===== src/rtl/pic_pair_pkg.sv =====
// Package: shared types for the cascaded interrupt pair.
// Assumes: one package compiled ahead of every design module.
package pic_pair_pkg;

    // Which path produced an acknowledge vector.
    typedef enum logic [1:0] {
        SRC_LOWER      = 2'd0,
        SRC_UPPER      = 2'd1,
        SRC_UPPER_SPUR = 2'd2,
        SRC_LOWER_SPUR = 2'd3
    } ack_src_e;

endpackage


===== src/rtl/pic_prio.sv =====
// Module: fixed-priority picker, lowest set index wins.
// Assumes: purely combinational; W is a power of two.
module pic_prio #(
    parameter int W     = 8,
    parameter int IDX_W = $clog2(W)
) (
    input  logic [W-1:0]     req,
    output logic             win_valid,
    output logic [IDX_W-1:0] win_idx
);

    logic [W:0]   seen;
    logic [W-1:0] first;

    assign seen[0] = 1'b0;

    // One stage per line: a line wins when nothing below it is set.
    for (genvar i = 0; i < W; i++) begin : g_chain
        assign seen[i+1] = seen[i] | req[i];
        assign first[i]  = req[i] & ~seen[i];
    end

    // Encode the one-hot winner into an index.
    always_comb begin
        win_idx = '0;
        for (int i = 0; i < W; i++) begin
            if (first[i]) win_idx = win_idx | IDX_W'(i);
        end
    end

    assign win_valid = seen[W];

endmodule


===== src/rtl/pic_unit.sv =====
// Module: one eight-line request unit: trigger-mode register, request
// capture (edge or level per line), acknowledge clear and priority pick.
// Assumes: ack_clr is zero or one-hot; casc_in is used only when HAS_CASC
// is set and then feeds line CASC_BIT, which must be an edge line.
module pic_unit #(
    parameter int         W        = 8,
    parameter logic [W-1:0] TM_MASK = '1,
    parameter int         CASC_BIT = 2,
    parameter bit         HAS_CASC = 1'b0,
    parameter int         IDX_W    = $clog2(W)
) (
    input  logic             clk,
    input  logic             rst_n,
    input  logic [W-1:0]     lines_in,
    input  logic             tm_we,
    input  logic [W-1:0]     tm_wdata,
    input  logic [W-1:0]     ack_clr,
    input  logic             casc_in,
    output logic [W-1:0]     irr_q,
    output logic             left_pend,
    output logic             win_valid,
    output logic [IDX_W-1:0] win_idx
);

    logic [W-1:0] tm_q;
    logic [W-1:0] last_q;
    logic [W-1:0] rise;
    logic [W-1:0] casc_vec;
    logic [W-1:0] irr_nxt;
    logic [W-1:0] keep;

    // Trigger-mode register, masked write.
    always_ff @(posedge clk) begin
        if (!rst_n)     tm_q <= '0;
        else if (tm_we) tm_q <= tm_wdata & TM_MASK;
    end

    // Previous line level for edge detection.
    always_ff @(posedge clk) begin
        if (!rst_n) last_q <= '0;
        else        last_q <= lines_in;
    end

    // Cascade request placed on its line.
    always_comb begin
        casc_vec = '0;
        casc_vec[CASC_BIT] = casc_in & HAS_CASC;
    end

    assign rise = lines_in & ~last_q;
    assign keep = irr_q & ~(ack_clr & ~tm_q);

    // Next request: level lines follow the pin, edge lines latch.
    assign irr_nxt = (tm_q & lines_in)
                   | (~tm_q & ((irr_q & ~ack_clr) | rise | casc_vec));

    // Request register.
    always_ff @(posedge clk) begin
        if (!rst_n) irr_q <= '0;
        else        irr_q <= irr_nxt;
    end

    assign left_pend = |keep;

    pic_prio #(.W(W), .IDX_W(IDX_W)) u_prio (
        .req       (irr_q),
        .win_valid (win_valid),
        .win_idx   (win_idx)
    );

    // the picked line is pending and nothing lower is.
    a_r4_lowest_wins: assert property (@(posedge clk) disable iff (!rst_n)
        win_valid |-> (irr_q[win_idx] &&
                       ((irr_q & ((W'(1) << win_idx) - W'(1))) == '0)));

    for (genvar b = 0; b < W; b++) begin : g_chk
        // a high level line is pending on the next cycle.
        a_r11_level_follows: assert property (@(posedge clk) disable iff (!rst_n)
            (tm_q[b] && lines_in[b]) |=> irr_q[b]);
        // an edge request stays until acknowledged.
        a_r2_edge_holds: assert property (@(posedge clk) disable iff (!rst_n)
            (!tm_q[b] && irr_q[b] && !ack_clr[b]) |=> irr_q[b]);
    end

endmodule


===== src/rtl/pic_ack_resolve.sv =====
// Module: turns the two units' winners into a vector and clear masks on
// an acknowledge, with spurious fallbacks at index W-1.
// Assumes: combinational; winners come from registered request state.
module pic_ack_resolve
    import pic_pair_pkg::*;
#(
    parameter int W        = 8,
    parameter int VEC_W    = 8,
    parameter int CASC_BIT = 2,
    parameter int IDX_W    = $clog2(W)
) (
    input  logic             ack_stb,
    input  logic             m_valid,
    input  logic [IDX_W-1:0] m_idx,
    input  logic             s_valid,
    input  logic [IDX_W-1:0] s_idx,
    input  logic [VEC_W-1:0] m_base,
    input  logic [VEC_W-1:0] s_base,
    output logic [W-1:0]     m_clr,
    output logic [W-1:0]     s_clr,
    output logic [VEC_W-1:0] vec_nxt
);

    localparam int SPUR = W - 1;

    ack_src_e src;
    logic     pick_casc;

    assign pick_casc = m_valid && (m_idx == IDX_W'(CASC_BIT));

    // Choose the source path of the vector.
    always_comb begin
        if (!m_valid)      src = SRC_LOWER_SPUR;
        else if (!pick_casc) src = SRC_LOWER;
        else if (s_valid)  src = SRC_UPPER;
        else               src = SRC_UPPER_SPUR;
    end

    // Clear masks for the acknowledged winners.
    always_comb begin
        m_clr = '0;
        s_clr = '0;
        if (ack_stb && m_valid)              m_clr[m_idx] = 1'b1;
        if (ack_stb && pick_casc && s_valid) s_clr[s_idx] = 1'b1;
    end

    // Vector value for the chosen path.
    always_comb begin
        unique case (src)
            SRC_LOWER:      vec_nxt = m_base + VEC_W'(m_idx);
            SRC_UPPER:      vec_nxt = s_base + VEC_W'(s_idx);
            SRC_UPPER_SPUR: vec_nxt = s_base + VEC_W'(SPUR);
            default:        vec_nxt = m_base + VEC_W'(SPUR);
        endcase
    end

endmodule


===== src/rtl/pic_pair_ctrl.sv =====
// Module: top of the cascaded pair. Upper unit chains into lower input
// CASC_LINE; the acknowledge strobe registers a vector and a valid pulse.
// Assumes: ack_stb is a single-cycle strobe; external lower line
// CASC_LINE is ignored.
module pic_pair_ctrl #(
    parameter int               UNIT_W         = 8,
    parameter int               VEC_W          = 8,
    parameter logic [UNIT_W-1:0] MASTER_TM_MASK = 8'hF8,
    parameter logic [UNIT_W-1:0] SLAVE_TM_MASK  = 8'hDE,
    parameter int               CASC_LINE      = 2
) (
    input  logic                  clk,
    input  logic                  rst_n,
    input  logic [2*UNIT_W-1:0]   irq_lines,
    input  logic                  ack_stb,
    input  logic                  tm_we,
    input  logic                  tm_sel,
    input  logic [UNIT_W-1:0]     tm_wdata,
    input  logic [VEC_W-1:0]      master_base,
    input  logic [VEC_W-1:0]      slave_base,
    output logic                  cpu_int,
    output logic [VEC_W-1:0]      vec_out,
    output logic                  vec_valid
);

    localparam int IDX_W = $clog2(UNIT_W);
    localparam int SPUR  = UNIT_W - 1;

    logic [UNIT_W-1:0] m_lines, s_lines;
    logic [UNIT_W-1:0] m_irr, s_irr;
    logic [UNIT_W-1:0] m_clr, s_clr;
    logic              m_left, s_left;
    logic              m_valid, s_valid;
    logic [IDX_W-1:0]  m_idx, s_idx;
    logic [VEC_W-1:0]  vec_nxt;

    // Route lines by unit; the chained lower input ignores its pin.
    always_comb begin
        m_lines = irq_lines[UNIT_W-1:0];
        m_lines[CASC_LINE] = 1'b0;
        s_lines = irq_lines[2*UNIT_W-1:UNIT_W];
    end

    pic_unit #(
        .W(UNIT_W), .TM_MASK(MASTER_TM_MASK), .CASC_BIT(CASC_LINE),
        .HAS_CASC(1'b1), .IDX_W(IDX_W)
    ) u_lower (
        .clk       (clk),
        .rst_n     (rst_n),
        .lines_in  (m_lines),
        .tm_we     (tm_we && !tm_sel),
        .tm_wdata  (tm_wdata),
        .ack_clr   (m_clr),
        .casc_in   (s_left),
        .irr_q     (m_irr),
        .left_pend (m_left),
        .win_valid (m_valid),
        .win_idx   (m_idx)
    );

    pic_unit #(
        .W(UNIT_W), .TM_MASK(SLAVE_TM_MASK), .CASC_BIT(CASC_LINE),
        .HAS_CASC(1'b0), .IDX_W(IDX_W)
    ) u_upper (
        .clk       (clk),
        .rst_n     (rst_n),
        .lines_in  (s_lines),
        .tm_we     (tm_we && tm_sel),
        .tm_wdata  (tm_wdata),
        .ack_clr   (s_clr),
        .casc_in   (1'b0),
        .irr_q     (s_irr),
        .left_pend (s_left),
        .win_valid (s_valid),
        .win_idx   (s_idx)
    );

    pic_ack_resolve #(
        .W(UNIT_W), .VEC_W(VEC_W), .CASC_BIT(CASC_LINE), .IDX_W(IDX_W)
    ) u_resolve (
        .ack_stb (ack_stb),
        .m_valid (m_valid),
        .m_idx   (m_idx),
        .s_valid (s_valid),
        .s_idx   (s_idx),
        .m_base  (master_base),
        .s_base  (slave_base),
        .m_clr   (m_clr),
        .s_clr   (s_clr),
        .vec_nxt (vec_nxt)
    );

    // Vector register and its one-cycle valid pulse.
    always_ff @(posedge clk) begin
        if (!rst_n) begin
            vec_out   <= '0;
            vec_valid <= 1'b0;
        end else begin
            vec_valid <= ack_stb;
            if (ack_stb) vec_out <= vec_nxt;
        end
    end

    assign cpu_int = m_valid;

    // each strobe yields a pulse on the next cycle.
    a_r7_valid_after_ack: assert property (@(posedge clk) disable iff (!rst_n)
        ack_stb |=> vec_valid);
    // no pulse without a strobe.
    a_r7_valid_one_shot: assert property (@(posedge clk) disable iff (!rst_n)
        !ack_stb |=> !vec_valid);
    // interrupt only with a pending lower request.
    a_r6_int_has_req: assert property (@(posedge clk) disable iff (!rst_n)
        cpu_int |-> (|m_irr));
    // a pending lower request always raises the interrupt.
    a_r6_req_raises_int: assert property (@(posedge clk) disable iff (!rst_n)
        (|m_irr) |-> cpu_int);
    // nothing left and nothing arriving drops the interrupt.
    a_r6_int_drops: assert property (@(posedge clk) disable iff (!rst_n)
        (ack_stb && !m_left && !(|m_lines) && !(|s_irr)) |=> !cpu_int);
    // pending upper request reaches lower input CASC_LINE.
    a_r5_chain_raise: assert property (@(posedge clk) disable iff (!rst_n)
        ((|s_irr) && !ack_stb) |=> m_irr[CASC_LINE]);
    // strobe with no lower request gives the lower fallback.
    a_r10_lower_spur: assert property (@(posedge clk) disable iff (!rst_n)
        (ack_stb && !cpu_int) |=> (vec_out == master_base + VEC_W'(SPUR)));

endmodule


===== config.mk =====
export PLATFORM = sky130hd
export DESIGN_NAME = pic_pair_ctrl
export DESIGN_NICKNAME = d
export VERILOG_FILES = /design/src/rtl/pic_pair_pkg.sv /design/src/rtl/pic_prio.sv /design/src/rtl/pic_unit.sv /design/src/rtl/pic_ack_resolve.sv /design/src/rtl/pic_pair_ctrl.sv
export SDC_FILE = /design/constraint.sdc
export NUM_CORES = 1
export LEC_CHECK = 0
export BUFFER_PORTS_ARGS = -buffer_cell sky130_fd_sc_hd__buf_2
export CORE_MARGIN = 4
export CORE_UTILIZATION = 45
export CTS_CLUSTER_SIZE = 24
export DETAILED_ROUTE_END_ITERATION = 12
export HOLD_SLACK_MARGIN = 0.05
export PLACE_DENSITY = 0.67
export SETUP_SLACK_MARGIN = 0.02
export SYNTH_ARGS = -nofsm -noshare
export SYNTH_HDL_FRONTEND = slang
export SYNTH_SLANG_ARGS = --single-unit

===== constraint.sdc =====
create_clock -name clk -period 2.95 [get_ports clk]
set_input_delay 0 -clock clk [delete_from_list [all_inputs] [get_ports clk]]
set_output_delay 0 -clock clk [all_outputs]
set_load 0.02 [all_outputs]

==> results.md, run 1 <==
* Final net count at 475
* Fillers at 578
* Commonest non-fill, non-tap cell in the layout: buf_2
* Post-synth net total at 394
* Cell count after synthesis at 340
* CTS tree: built
* P per Cell Area at ~450 nW/um2
* Iter 0 DRT Violations at 124
* Fin Setup TNS at 0 ns
* Dominant cell type by area after synthesis: dfxtp_1
* EDFF count, synth at 0
* Row cnt at 28
* Number of nets with antenna violations after routing at 0
* Dpl ws at 0.238 ns
* RePlAce Congestion at 0.893
* HP Class: in2reg
* Period utilization at 0.920
* Max-slew headroom at 0.513
* GRT overflow at 0
* Most frequent cells in the layout: buf_2 (52), dfxtp_1 (51), o21ai_0 (29), dlygate4sd3_1 (29), inv_1 (28)
* Vias in the first global route at roughly 2.7k
* RSZ-0062 raised after global routing: no
* Required time of the critical path at 3.13 ns
* Clk_skew at 0.00809 ns
* Multi-input logic area at between 1500 and 2000 um2
* I/O pins at 55
* Final count of hold timing violations at 0
* Die Y-Extent at 88.1 um
* Reg area at 1020 um2
* Fraction of layout cells with a size suffix above 1 at 0.192
* Yosys top cell area share at 0.353
* Final Total Pwr at 0.00163 W
* First-pass GRT wire length at 12,100 um
* Post-Syn Area at 2890 um2
* Seq/Total Area, Yosys at 0.353
* Die ar. at around 7800 um2
* Ant. Diodes at 0
* Setup CP Type: reg2reg
* Synthesized flop and latch total at 51
* Syn avg cell area at 8.50 um2
* Hold_ws at 0.0640 ns
* Clk_lat worst skew at 0.31 ns
* Die W at between 80 and 90 um
* Placed wire-length estimate at 5220 um
* Actual slew at the worst max-slew pin at roughly 0.73 ns
* Main flop type after synthesis: dfxtp_1
* DR DRC count at 0
* Clock Root Buffer: clkbuf_8
* Vias per cell at 5.40
* Slowest cell on crit path: or4_4
* Final core utilization at 0.595
* Yosys Warn Count at 0
* GR Util All Layers at 0.197
* Clk slew on worst S/H paths at approximately 0.1 ns
* Max cap viols at 0
* 1st-pass router iterations at 4
* CP cell instances: or4_4 > nor2_1 > ha_1 > a21oi_1 > nor2_1 > xor2_1 > a221oi_1 > a21oi_1
* CP Capture Type: flop
* Hold depth at 4
* R2R depth at 8
* Wirelength per Cell at 14.4 um
* Initial Utilization at 0.477
* Pin count of the biggest net entering global routing at 52
* CTS max path bufs at 2
* Largest cells by area after synthesis: dfxtp_1 (35%), o21ai_0 (5.0%), and2_1 (3.9%)
* Status: complete, no violations
* Worst-path fanout max at 5
* Initial antenna violation count at 0
* Synth unique cells at 58
* Ys async rst share at 0
* Vias at about 2.7k
* Final WL at 7150 um
* Worst vdd ir at 292 uV
* CORE AREA at 6060 um2
* H-Tree Depth at 2
* Peak Freq at 368 MHz
* PortBufs at 52
* Post-layout minimum cycle time at roughly 2.7 ns
* Setup crit start kind: flop
* Area grow syn2layout at 24.7%
* Critical path arrival at just under 3 ns
* Sink Count at 51
* Final Max Slew Viols at 0
* Crit-path max cell delay at ~0.55 ns
* Final worst slack at 0.235 ns
* Final setup vio count at 0
* Static leakage at 1.51 nW
* TritonCTS buffer count at 5
-- report_power, final --
group	total (W)	leakage, nW	internal (W)	switching (W)
registers	0.000785	0.424	0.000739	0.0000460
clock network	0.000411	0.0483	0.000168	0.000243
logic	0.000439	1.04	0.000205	0.000234
-- synth_stat cells (3+ instances only) --
cell      instances
nand2b_1          4
a21boi_0         13
a21o_1            4
nand3_1          10
dfxtp_1          51
inv_1            28
nor3_1            6
a21oi_1          17
xor2_1            8
ha_1              7
nor2b_1          14
o21ai_1           3
o21bai_1          3
a31oi_1           3
a211oi_1          4
xnor2_1          10
o221ai_1          3
o21ai_0          29
nand4_1           3
nor2_1           17
clkbuf_1         10
nand2_1          22
o22ai_1           6
mux2i_1           6
and2_1           18
-- logic make-up (layout without fill, tap and decap cells) --
family | Yosys count | count (layout) | synth area share
simple gates | 109 | 109 | 0.221
compound gates | 106 | 106 | 0.248
flops | 51 | 51 | 0.353
buf+inv | 41 | 123 | 0.0580
xor+xnor | 18 | 18 | 0.0545
fa+ha+maj | 9 | 9 | 0.0442
mux | 6 | 6 | 0.0208
-- layer usage --
layer  global-route usage  vias to the layer above  routed length, um
li1                     -                     1365                  -
met4               0.0810                        0                219
met2                0.318                       69               3180
met5                    0                        -                  0
met1                0.256                     1233               3320
met3               0.0405                       16                431
-- path summary, 6_finish.rpt --
kind                      end         startpoint  slack (ns)
max reg2reg        vec_out[7]   u_lower.irr_q[1]        0.23
min                vec_out[6]     master_base[6]        0.06
min reg2reg  u_lower.irr_q[1]  u_lower.last_q[1]        0.45
max                vec_out[7]   u_lower.irr_q[1]        0.23
-- worst max-delay path, delay by kind of cell (launching register included) --
| kind | cells | cell delay, ns |
|---|---|---|
| compound gates | 3 | 0.79 |
| xor+xnor | 1 | 0.16 |
| fa+ha+maj | 1 | 0.32 |
| flops | 1 | 0.38 |
| simple gates | 3 | 0.95 |
-- final cells by class --
type	instances	share of cell area
multi-input cells	248	0.472
flip-flops and latches	51	0.283
repair buffers	86	0.163
inverters	29	0.0309
well taps	75	0.0260
clock buffers	5	0.0191
clock inverters	3	0.00521
-- stage by stage --
step,std cells,cell area (um2)
floorplan,340,2890
global placement,460,3230
detailed placement,460,3230
CTS,497,3600
global route,497,3600
finish,497,3600
-- what timing repair did --
| item | CTS | global route |
|---|---|---|
| setup buffers | 0 | 0 |
| endpoints found under the hold margin | 35 | 0 |
| gates resized for setup | 0 | 0 |
| hold buffers | 29 | 0 |
-- sequential cells by signal, indices dropped and copies added, names as in the netlist --
signal and cells:
u_lower.irr_q 8, u_lower.last_q 7, u_lower.tm_q 5, u_upper.irr_q 8
u_upper.last_q 8, u_upper.tm_q 6, vec_out 8, vec_valid 1
Power figures use the tool's default switching activity.
==> run 2, diff against run 1 <==
- CORE_UTILIZATION: 45 -> 46
- PLACE_DENSITY: 0.67 -> 0.68
- RECOVER_POWER: not set -> 50
==> results.md, run 2 (synthesis gave the netlist of run 1 again) <==
* Wirelength per Cell at between 10 and 15 um
* Iter 0 DRT Violations at approximately 110
* CP Capture Type: flop
* Period utilization at 0.907
* Worst-path fanout max at 5
* Vias at 2,653
* Resize count post-CTS at 0
* GRT overflow at 0
* Initial antenna violation count at 0
* RSZ-0062 raised after global routing: no
* Final count of hold timing violations at 0
* Max-slew headroom at -0.207
* Static leakage at 1.49 nW
* Initial Utilization at 0.480
* Required time of the critical path at about 3.1 ns
* Sink Count at 51
* Clk_skew at between 0.007 and 0.008 ns
* Max cap viols at 1
* Vias per cell at 5.35
* Hold_sp: tm_we
* PortBufs at 52
* Die W at just under 90 um
* CORE AREA at approximately 6000 um2
* Row cnt at 28
* Fin Setup TNS at 0 ns
* Clock Root Buffer: clkbuf_8
* Reg2reg end: vec_out[7]
* Actual slew at the worst max-slew pin at between 1.5 and 2 ns
* GR Util All Layers at 0.195
* Critical path arrival at 2.84 ns
* Setup CP Type: reg2reg
* Dpl cells at approximately 460
* Post-CTS Setup Bufs at 0
* CTS max path bufs at 2
* DR DRC count at 0
* Status: finished with violations
* R2R depth at 8
* Vias in the first global route at 2,664
* Clk_lat worst skew at 0.29 ns
* Number of nets with antenna violations after routing at 0
* Final Max Slew Viols at between 50 and 60
* Die ar. at roughly 7600 um2
* Fraction of layout cells with a size suffix above 1 at 0.176
* Peak Freq at 374 MHz
* Final Total Pwr at about 0.0017 W
* Failing checks: capacitance limit, slew limit
* Cell Count, Final, Fillers Out at between 400 and 500
* First-pass GRT wire length at 12,100 um
* Die Y-Extent at 87.3 um
* Hold depth at 3
* Clk slew on worst S/H paths at 0.09 ns
* Pin count of the biggest net entering global routing at 52
* Hold Crit Endpoint: u_upper.tm_q[2]
* Commonest non-fill, non-tap cell in the layout: dfxtp_1
* I/O pins at 55
* RePlAce Congestion at 0.877
* H-Tree Depth at 2
* Ant. Diodes at 0
* Post-layout minimum cycle time at 2.68 ns
* Final WL at 7070 um
* P per Cell Area at 481 nW/um2
* Most frequent cells in the layout: dfxtp_1 (51), buf_2 (43), o21ai_0 (29), inv_1 (28), dlygate4sd3_1 (26)
* 1st-pass router iterations at 5
* Worst vdd ir at roughly 320 uV
* Final setup vio count at 0
* TritonCTS buffer count at 5
* Setup crit start kind: flop
* HP Class: in2reg
* CTS tree: built
* R2r setup slk at 0.27 ns
* Reg-to-Reg Start: u_lower.irr_q[1]
* Final net count at roughly 470
* Placed wire-length estimate at 5170 um
* Area grow syn2layout at 24.9%
-- run 2: worst max-delay path: stages (launching register included) --
cell and delay [ns]:
dfxtp_1 0.37, or4_4 0.55, nor2_1 0.27, ha_1 0.32, a21oi_1 0.31, nor2_1 0.11, xor2_1 0.15, a221oi_1 0.35
a21oi_1 0.12
-- run 2: layout make-up --
| type | instances | area (um2) |
|---|---|---|
| Fill cell | 557 | 2410 |
| Sequential cell | 51 | 1020 |
| Multi-Input combinational cell | 248 | 1700 |
| Clock inverter | 2 | 38.8 |
| Inverter | 29 | 111 |
| Timing Repair Buffer | 85 | 562 |
| Tap cell | 75 | 93.8 |
| Clock buffer | 6 | 82.6 |
-- run 2: repair_timing --
action	4_1_cts	5_1_grt
hold endpoints to repair	35	0
hold buffers	26	0
setup endpoints to repair	0	0
-- run 2: power breakdown --
part | switching (W) | internal [W] | leakage, nW
Combinational | 0.000236 | 0.000204 | 1.00
Sequential | 0.0000460 | 0.000739 | 0.424
Clock | 0.000231 | 0.000279 | 0.0618
Total | 0.000513 | 0.00122 | 1.49
-- run 2: per-layer routing --
layer  track usage  part of all wire
met5             0                 0
met4        0.0404            0.0086
met3        0.0312             0.045
met2         0.321              0.45
met1         0.270              0.49
-- run 2: how the worst max path moves through the flow --
stage	depth (start not counted)	to	startpoint	slack, ns
floorplan	11	vec_out[6]	u_upper.irr_q[7]	0.60
global placement	8	vec_out[7]	u_lower.irr_q[1]	0.32
detailed placement	8	vec_out[7]	u_lower.irr_q[1]	0.25
CTS	8	vec_out[7]	u_lower.irr_q[1]	0.24
global route	13	vec_out[6]	u_lower.irr_q[6]	0.11
finish	8	vec_out[7]	u_lower.irr_q[1]	0.27
-- run 2: stage by stage --
stage	area [um2]	worst slack, ns	util	hold WS, ns
2_1_floorplan	2890	0.600	-	0.111
3_3_place_gp	3240	0.324	0.538	0.206
3_5_place_dp	3240	0.247	0.538	0.217
4_1_cts	3620	0.245	0.601	0.0565
5_1_grt	3610	0.105	0.599	0.0804
6_report	3610	0.273	0.599	0.0688
==> run 3, diff against run 2 <==
- SETUP_SLACK_MARGIN: 0.02 -> 0.3
- SKIP_CTS_REPAIR_TIMING: not set -> 1
==> results.md, run 3 (synthesis gave the netlist of run 1 again) <==
* Hold depth at 4
* CP Capture Type: flop
* CTS tree: built
* I/O pins at 55
* Static leakage at approximately 1.5 nW
* Peak Freq at around 400 MHz
* Fin Setup TNS at 0 ns
* Cell Count, Final, Fillers Out at roughly 500
* P per Cell Area at between 400 and 500 nW/um2
* Reg area at 1020 um2
* H-Tree Depth at 2
* Final WL at 7150 um
* Sink Count at 51
* Pin count of the biggest net entering global routing at 52
* Final core utilization at 0.602
* Placed wire-length estimate at 5170 um
* Reg-to-Reg Start: u_lower.irr_q[1]
* Hold_sp: slave_base[5]
* TritonCTS buffer count at 5
* R2R depth at 8
* CORE AREA at 6030 um2
* Final setup vio count at 0
* Die W at 87.3 um
* Vias at between 2k and 3k
* Fillers at 553
* Max cap viols at 1
* Reg2reg end: vec_out[7]
* Sw Share at 0.298
* Clk slew on worst S/H paths at 0.10 ns
* Worst vdd ir at 323 uV
* Vias per cell at 5.32
* Failing checks: capacitance limit, slew limit
* Grt met3 use at 0.0341
* Dpl cells at between 400 and 500
* Seq pwr share at 0.449
* Actual slew at the worst max-slew pin at between 1.5 and 2 ns
* Final worst slack at roughly 0.44 ns
* R2r setup slk at 0.44 ns
* Initial Utilization at 0.480
* GRT busiest layer: met2
* Combinational fraction of design power at 0.258
* Fraction of layout cells with a size suffix above 1 at 0.201
* Dpl ws at about 0.25 ns
* Clock Root Buffer: clkbuf_8
* Period utilization at 0.851
* Critical path arrival at 2.68 ns
* First-pass GRT wire length at roughly 12,000 um
* 1st-pass router iterations at 6
* Area grow syn2layout at 25.5%
* Final Max Slew Viols at 52
* DR DRC count at 0
* Int Power at approximately 0.0012 W
* Number of nets with antenna violations after routing at 0
* RSZ-0062 raised after global routing: no
* Final net count at 475
* Ant. Diodes at 0
* NetSw at 0.000522 W
* Status: finished with violations
* Clk_skew at 0.00671 ns
* Max-slew headroom at -0.217
* Clk_lat worst skew at between 0.2 and 0.3 ns
* Hold Crit Endpoint: vec_out[5]
* Initial antenna violation count at 0
* GRT overflow at 0
* Clk network pwr share at 0.293
* HP Class: in2reg
* Die ar. at 7620 um2
* Post-layout minimum cycle time at 2.51 ns
* Row cnt at 28
* Worst-path fanout max at 5
* Vias in the first global route at roughly 2.6k
* CTS max path bufs at 2
* Setup crit start kind: flop
* RePlAce Congestion at between 0.8 and 0.9
* Multi-input logic area at ~1700 um2
* Required time of the critical path at 3.12 ns
* Setup CP Type: reg2reg
* Met2 usage at 0.305
* PortBufs at 52
* Met1 usage in global routing at 0.264
* Final count of hold timing violations at 0
* Most frequent cells in the layout: dfxtp_1 (51), buf_2 (44), o21ai_0 (29), inv_1 (28)
* Iter 0 DRT Violations at 119
* GR Util All Layers at 0.189
* Commonest non-fill, non-tap cell in the layout: dfxtp_1
* Die Y-Extent at 87.3 um
* Wirelength per Cell at 14.4 um
==> run 3: critical path: stages, from the launching register on <==
cell      delay (ns)
dfxtp_1         0.38
or4_4           0.56
nor2_2          0.20
ha_1            0.30
a21oi_2         0.24
nor2_1          0.09
xor2_1          0.14
a221oi_1        0.35
a21oi_1         0.12
==> run 3: area by class of cell <==
class                   instances  area share
well taps                      75      0.0259
flip-flops and latches         51       0.281
inverters                      29      0.0307
clock buffers                   6      0.0228
multi-input cells             248       0.474
clock inverters                 2      0.0107
repair buffers                 86       0.154
==> run 3: through the flow <==
step                total power (W)  instance area (um2)  hold slack [ns]
floorplan                   0.00108                 2890            0.111
global placement            0.00121                 3240            0.206
detailed placement          0.00122                 3240            0.217
CTS                         0.00173                 3360          -0.0969
global route                0.00185                 3630           0.0623
finish                      0.00175                 3630           0.0496
==> run 3: power groups by stage <==
| stage | registers (W) | clock network, W | logic (W) |
|---|---|---|---|
| 2_1_floorplan | 0.000803 | 0 | 0.000272 |
| 3_3_place_gp | 0.000798 | 0 | 0.000411 |
| 3_5_place_dp | 0.000799 | 0 | 0.000417 |
| 4_1_cts | 0.000784 | 0.000523 | 0.000420 |
| 5_1_grt | 0.000793 | 0.000556 | 0.000500 |
| 6_report | 0.000786 | 0.000513 | 0.000451 |
==> run 3: routing by layer <==
layer	up-vias	part of all wire
met3	4	0.042
met1	1225	0.49
li1	1362	-
met2	55	0.46
met5	-	0
met4	0	0.0064
==> run 3: worst max path at each step <==
stage / slack (ns) / endpoint / cells past startpoint / start
3_5_place_dp: 0.25 / vec_out[7] / 8 / u_lower.irr_q[1]
4_1_cts: 0.24 / vec_out[7] / 8 / u_lower.irr_q[1]
5_1_grt: 0.31 / vec_out[6] / 13 / u_lower.irr_q[6]
2_1_floorplan: 0.60 / vec_out[6] / 11 / u_upper.irr_q[7]
3_3_place_gp: 0.32 / vec_out[7] / 8 / u_lower.irr_q[1]
6_report: 0.44 / vec_out[7] / 8 / u_lower.irr_q[1]
